## src/rtl/crc_serial_pkg.sv

```systemverilog
package crc_serial_pkg;
    localparam int          CRC_W_DEF = 32;
    localparam logic [31:0] POLY_DEF  = 32'h04C1_1DB7;
    localparam logic [31:0] SEED_DEF  = 32'hFFFF_FFFF;

    typedef enum logic [1:0] {
        OP_HOLD  = 2'd0,
        OP_SEED  = 2'd1,
        OP_UNLD  = 2'd2,
        OP_FOLD  = 2'd3
    } crc_op_e;

    typedef struct packed {
        crc_op_e op;
        logic    bit_in;
    } crc_cmd_t;

    // Priority: seed over unload over fold.
    function automatic crc_op_e pick_op(logic seed, logic unld, logic fold);
        if (seed)      return OP_SEED;
        else if (unld) return OP_UNLD;
        else if (fold) return OP_FOLD;
        else           return OP_HOLD;
    endfunction
endpackage

```

## src/rtl/crc_cmd_decode.sv

```systemverilog
module crc_cmd_decode
    import crc_serial_pkg::*;
(
    input  logic     init_i,
    input  logic     calc_en_i,
    input  logic     data_i,
    input  logic     shift_en_i,
    output crc_cmd_t cmd_o
);
    always_comb begin
        cmd_o.op     = pick_op(init_i, shift_en_i, calc_en_i);
        cmd_o.bit_in = data_i;
    end
endmodule

```

## src/rtl/crc_lfsr_core.sv

```systemverilog
module crc_lfsr_core
    import crc_serial_pkg::*;
#(
    parameter int               W    = CRC_W_DEF,
    parameter logic [W-1:0]     POLY = POLY_DEF[W-1:0],
    parameter logic [W-1:0]     SEED = SEED_DEF[W-1:0]
) (
    input  logic         clk,
    input  logic         rst,
    input  crc_cmd_t     cmd_i,
    output logic [W-1:0] state_o
);
    localparam int TOP = W - 1;

    logic [W-1:0] state_q;
    logic [W-1:0] fold_next;
    logic         feedback;

    always_comb begin
        feedback  = state_q[TOP] ^ cmd_i.bit_in;
        fold_next = {state_q[TOP-1:0], 1'b0} ^ (feedback ? POLY : '0);
    end

    always_ff @(posedge clk) begin
        if (rst) begin
            state_q <= SEED;
        end else begin
            unique case (cmd_i.op)
                OP_SEED: state_q <= SEED;
                OP_UNLD: state_q <= {state_q[TOP-1:0], 1'b1};
                OP_FOLD: state_q <= fold_next;
                default: state_q <= state_q;
            endcase
        end
    end

    assign state_o = state_q;
endmodule

```

## src/rtl/crc_out_tap.sv

```systemverilog
module crc_out_tap #(
    parameter int W = 32
) (
    input  logic [W-1:0] state_i,
    output logic [W-1:0] checksum_o,
    output logic         serial_o
);
    always_comb begin
        checksum_o = ~state_i;
        serial_o   = checksum_o[W-1];
    end
endmodule

```

## src/rtl/crc32_serial.sv

```systemverilog
module crc32_serial
    import crc_serial_pkg::*;
#(
    parameter int               W    = CRC_W_DEF,
    parameter logic [W-1:0]     POLY = POLY_DEF[W-1:0],
    parameter logic [W-1:0]     SEED = SEED_DEF[W-1:0]
) (
    input  logic         clk,
    input  logic         rst,
    input  logic         init_i,
    input  logic         calc_en_i,
    input  logic         data_i,
    input  logic         shift_en_i,
    output logic         serial_o,
    output logic [W-1:0] crc_o,
    output logic [W-1:0] checksum_o
);
    crc_cmd_t cmd;

    crc_cmd_decode u_dec (
        .init_i     (init_i),
        .calc_en_i  (calc_en_i),
        .data_i     (data_i),
        .shift_en_i (shift_en_i),
        .cmd_o      (cmd)
    );

    crc_lfsr_core #(.W(W), .POLY(POLY), .SEED(SEED)) u_core (
        .clk     (clk),
        .rst     (rst),
        .cmd_i   (cmd),
        .state_o (crc_o)
    );

    crc_out_tap #(.W(W)) u_tap (
        .state_i    (crc_o),
        .checksum_o (checksum_o),
        .serial_o   (serial_o)
    );
endmodule

```

## config.mk

```make
export PLATFORM = sky130hd
export DESIGN_NAME = crc32_serial
export DESIGN_NICKNAME = d
export VERILOG_FILES = /design/src/rtl/crc_serial_pkg.sv /design/src/rtl/crc_cmd_decode.sv /design/src/rtl/crc_lfsr_core.sv /design/src/rtl/crc_out_tap.sv /design/src/rtl/crc32_serial.sv
export SDC_FILE = /design/constraint.sdc
export NUM_CORES = 1
export LEC_CHECK = 0
export CAP_MARGIN = 20
export CORE_ASPECT_RATIO = 1.5
export CORE_MARGIN = 3
export CORE_UTILIZATION = 35
export CTS_CLUSTER_SIZE = 14
export DETAILED_ROUTE_END_ITERATION = 6
export PLACE_DENSITY = 0.75
export SYNTH_ARGS = -nofsm -noshare
export SYNTH_HDL_FRONTEND = slang
export SYNTH_SLANG_ARGS = --single-unit
```

## constraint.sdc

```tcl
create_clock -name clk -period 1.2 [get_ports clk]
set_input_delay 0.18 -clock clk [delete_from_list [all_inputs] [get_ports clk]]
set_output_delay 0.18 -clock clk [all_outputs]
set_load 0.005 [all_outputs]
```

# After elaboration in Yosys (flattened, before gate mapping)
# Cells that the tools add are included.
[word_totals]
output_inout_bits = 65
wordCells = 13
input_bits = 6
reg_bits = 32
[op_classes]
n_bitwise = 3
n_reduce_logical = 1
eq_ne = 3
n_mux = 5
[op_table]
columns = ["op", "count"]
rows = [
  ["32-bit one-hot mux with 3 select lines", 1],
  ["32-bit inverter", 1],
  ["32-bit bitwise XOR", 1],
  ["27-bit 2-to-1 mux", 1],
  ["2-bit 2-to-1 mux", 3],
  ["2-bit equality test, second input constant", 2],
  ["3-bit nonzero test", 1],
  ["2-bit by 1-bit equality test with 1-bit output, second input constant", 1],
  ["1-bit bitwise XOR", 1],
]

# Logic depth before layout (Yosys ltp)
# Gate-level depths: netlist of the first run.
[logic_depth]
ltp_word = 5
depth_mapped = 5
ltp_nobuf = 4

# Modules after synthesis
# Synthesis of the first run repeated with hierarchy kept, for this count alone.
[hier_totals]
hier_cells = 226
area_unflattened_um2 = 1778.0
[modules_own_cells]
columns = ["mod", "cells_each", "seq_area_each_um2", "area_each_um2", "instances"]
rows = [
  ["crc_lfsr_core", 188, 640.6, 1624.1, 1],
  ["crc_out_tap", 33, 0.0, 127.6, 1],
  ["crc_cmd_decode", 5, 0.0, 26.3, 1],
]

# Worst setup path before layout of the first run
# OpenSTA, ideal clock, no wires.
[synth_timing]
path_type = "register to register"
startpoint = "register u_core.state_q[31], in the netlist u_core.state_o[31]"
endpoint = "register u_core.state_q[7], in the netlist u_core.state_o[7]"
t_required_ns = 1.081
stages_incl_launch_ff = 6
n_path_buf = 1
setup_ns = 0.119
arrival_time_ns = 1.091
period_less_slack_ns = 1.210
setup_slack_ns = -0.010
path_cell_list = "dfxtp_1 xnor2_1 o21bai_4 buf_2 nand3_1 o221a_2"
[synth_between]
elab_chain_cells = 4
[synth_lines]
columns = ["element", "line_no", "text"]
rows = [
  ["start: declaration", "crc_lfsr_core.sv:15", "logic [W-1:0] state_q;"],
  ["start signal: assignment", "crc_lfsr_core.sv:30", "OP_UNLD: state_q <= {state_q[TOP-1:0], 1'b1};"],
  ["start signal: assignment", "crc_lfsr_core.sv:31", "OP_FOLD: state_q <= fold_next;"],
  ["start signal: assignment", "crc_lfsr_core.sv:32", "default: state_q <= state_q;"],
  ["1-bit bitwise XOR", "crc_lfsr_core.sv:20", "feedback = state_q[TOP] ^ cmd_i.bit_in;"],
  ["27-bit 2-to-1 mux", "crc_lfsr_core.sv:21", "fold_next = {state_q[TOP-1:0], 1'b0} ^ (feedback ? POLY : '0);"],
  ["32-bit bitwise XOR", "crc_lfsr_core.sv:21", ""],
  ["32-bit one-hot mux with 3 select lines", "crc_lfsr_core.sv:28", "unique case (cmd_i.op)"],
]
# No other way between the ends.
# A chain may end at the register's enable or synchronous reset.

# Worst setup path in the final report of the first run
# Same ends and word-level chain as after synthesis.

==> results of run 1 <==
## power breakdown
part / switching [mW] / total [mW] / internal [mW]
sequential: 0.0291 / 1.14 / 1.11
clock: 0.394 / 1.13 / 0.732
combinational: 0.202 / 0.444 / 0.242
total: 0.625 / 2.71 / 2.08
## cell usage in the layout (no fill, tap or decap), types with 2 or more instances in the layout
cell type	Yosys	final
buf_16	0	2
o211ai_1	18	18
nand2_1	32	32
clkdlybuf4s15_1	0	2
clkbuf_2	0	8
clkbuf_8	0	7
buf_12	0	3
buf_6	0	3
o221a_2	13	12
dfxtp_1	32	3
dfxtp_2	0	29
buf_4	2	22
inv_2	0	3
inv_1	32	29
dlygate4sd2_1	0	59
nand3_1	13	13
## worst register-to-register path, cell delays in order, from the launching register on
cell and delay, ps:
dfxtp_2 330, xnor2_2 130, o21bai_4 210, clkbuf_16 180
o221a_4 250
## repair_timing
item / CTS / global route
pin swaps: 1 / 3
buffers inserted: 15 / 1
hold endpoints to repair: 0 / 0
hold buffers: 0 / 0
cloned: 2 / 2
setup endpoints to repair: 95 / 21
gates resized for setup: 112 / 15
## logic make-up (layout without fill, tap and decap cells)
logic type	Yosys count	after routing
AND/OR/NAND/NOR	52	52
flip-flops	32	32
buffers and inverters	43	141
AO/OA/AOI/OAI	33	33
XOR/XNOR	1	1
## routing by layer
metal / share of wire [%] / up-vias
li1: - / 734
met1: 39 / 682
met4: 2.4 / 0
met3: 5.0 / 9
met2: 53 / 51
met5: 0 / -
## path summary, 6_finish.rpt
| check | depth (start not counted) | to | slack [ps] | start |
|---|---|---|---|---|
| worst min register to register | 2 | u_core.state_o[29] | 490 | u_core.state_o[28] |
| worst max-delay path | 4 | u_core.state_o[7] | 10 | u_core.state_o[31] |
| worst min-delay path | 2 | u_core.state_o[0] | 250 | init_i |
| worst max register to register | 4 | u_core.state_o[7] | 10 | u_core.state_o[31] |
## through the flow
step	setup TNS, ps	utilization [%]	worst slack, ps	total power, mW	area [µm²]
2_1_floorplan	0	-	29.2	1.32	1370
3_3_place_gp	-11110	58.9	-420	1.56	2190
3_5_place_dp	-11800	58.9	-448	1.57	2190
4_1_cts	-1.55	66.1	-1.55	2.69	2460
5_1_grt	-12.8	66.7	-11.2	2.80	2480
6_report	0	66.7	9.82	2.71	2480
## final cells by class
cell class / instances / share of cell area (%)
timing repair buffer: 101 / 37.5
sequential: 32 / 27.3
multi-input combinational: 86 / 23.1
inverter: 32 / 4.85
clock buffer: 7 / 3.89
tap: 43 / 2.17
clock inverter: 1 / 1.21
==> results by group, run 1 <==
CTS
  • Longest Clk Path Bufs: 2
  • Clock sink count: 32
  • H-tree levels: 2
  • Clk root buf: clkbuf_8
  • Worst skew pair latency: 280 ps
  • Clk pin slew, worst setup/hold paths: 70 ps
  • Cts bufs inserted: 5
  • CTS tree: built

Route
  • Final ANT Viol Nets: 0
  • WL per Instance: 14.3 µm
  • Final WL: 4320 µm
  • Via count: 1476
  • Vias per std cell: 4.89
  • DRT iter0 DRCs: 57
  • Pre-Repair DR Iteration Count: 4
  • DRC viols: 0

Yosys
  • Top cells by count, synth: dfxtp_1, inv_1, nand2_1, o211ai_1
  • Dominant cells by area after synthesis: dfxtp_1, o221a_2, o211ai_1
  • Top cell type's share of synthesized area: 46.7%
  • Mapped Cells: 161
  • Seq/Total Area, Yosys: 46.7%
  • Synth Area in Compound Gates: 22.3%
  • Post-synth EDFFs: 0
  • Adder-cell share of the synthesized area: 0%
  • Mapped Area: 1370 µm²
  • Yosys reg bits: 32
  • Simple logic cell fraction of the synthesized area: 17.5%
  • XOR/XNOR Fraction of Synth Area: 0.639%
  • Cell variety after synth: 18
  • Largest family of logic cells by synthesized area: compound AO/OA/AOI/OAI gates
  • Mean Syn Cell Area: 8.52 µm²
  • Ys async rst share: 0%
  • Syn Nets: 167
  • Post-synthesis mux area share: 0%
  • Yosys warnings: 0
  • Synth area leader: dfxtp_1
  • Post-synth top flop: dfxtp_1

STA
  • Tmin final: 1190 ps
  • Slew HR: 83.7%
  • Final count of hold timing violations: 0
  • Final period util: 99.2%
  • Worst Max-Slew Pin Slew: 244 ps
  • # setup viols final: 0
  • Fin Clk Skew: 9.70 ps
  • Worst hold slack: 250 ps
  • Max Slew Vio Count: 0
  • Max Fclk: 0.840 GHz
  • RSZ-0062 raised after global routing: yes

Place
  • Port bufs: 70
  • GP Congestion: 0.810
  • DP Wirelength: 2730 µm
  • Placed insts: 274

Critical path
  • Slowest stage delay, CP: 330 ps
  • CP Cell Sequence: xnor2_2, o21bai_4, clkbuf_16, o221a_4
  • Crit path max-delay cell type: dfxtp_2
  • Critical Path RT: 1380 ps
  • Crit path DAT: 1370 ps
  • Crit path buffers/inverters: 1
  • Cell family with most CP delay: compound AO/OA/AOI/OAI gates
  • Critical path fanouts, max: 7
  • Startpoint Class: flip-flop
  • Crit. End Element: flip-flop
  • Type of the worst setup path: flip-flop to flip-flop

Worst hold path
  • Hold WC Path Type: primary input to flip-flop

Power and ir drop
  • P_leak: 1.36 nW
  • Power density cells: 1090 nW/µm²
  • Max VDD drop: 0.00121 V

Die
  • Num rows: 27
  • Initial core utilization: 36.9%
  • I/O pin count: 71
  • Die width: 57.1 µm
  • CORE AREA: 3720 µm²
  • Die area: 4720 µm²
  • Die height: 82.7 µm

GRT
  • GR peak layer: met2
  • Global Route Usage Sum: 17.1%
  • Largest net degree at the start of global routing: 35
  • Gr ovfl total: 0
  • Grt met1 use: 17.7%
  • Antenna violations before repair: 0
  • Vias in the first global route: 1354
  • First-pass GRT wire length: 6220 µm
  • GR met2 Demand/Resource: 33.0%
  • Met3 GRT Util: 3.11%

Cells and area
  • Layout cells sized above 1: 37.8%
  • Final Non-Filler Cells: 302
  • Max reg flops: 32
  • Synth-to-Final Area Change: 80.7%
  • Ant. Diodes: 0
  • Combined area of the multi-input logic cells: 573 µm²
  • Seq. cell area: 677 µm²
  • Fill cells: 328
  • Final net count: 264

Outcome
  • Status: complete, no violations

Flow run
  • Maximum Capacitance Violations: 0
(Power assumes the default switching activity.)
==> run 2: changes to the inputs <==
- HOLD_SLACK_MARGIN: default -> 0.06
==> results of run 2 <==
The final DEF is identical to that of run 1; final timing and power are the same.
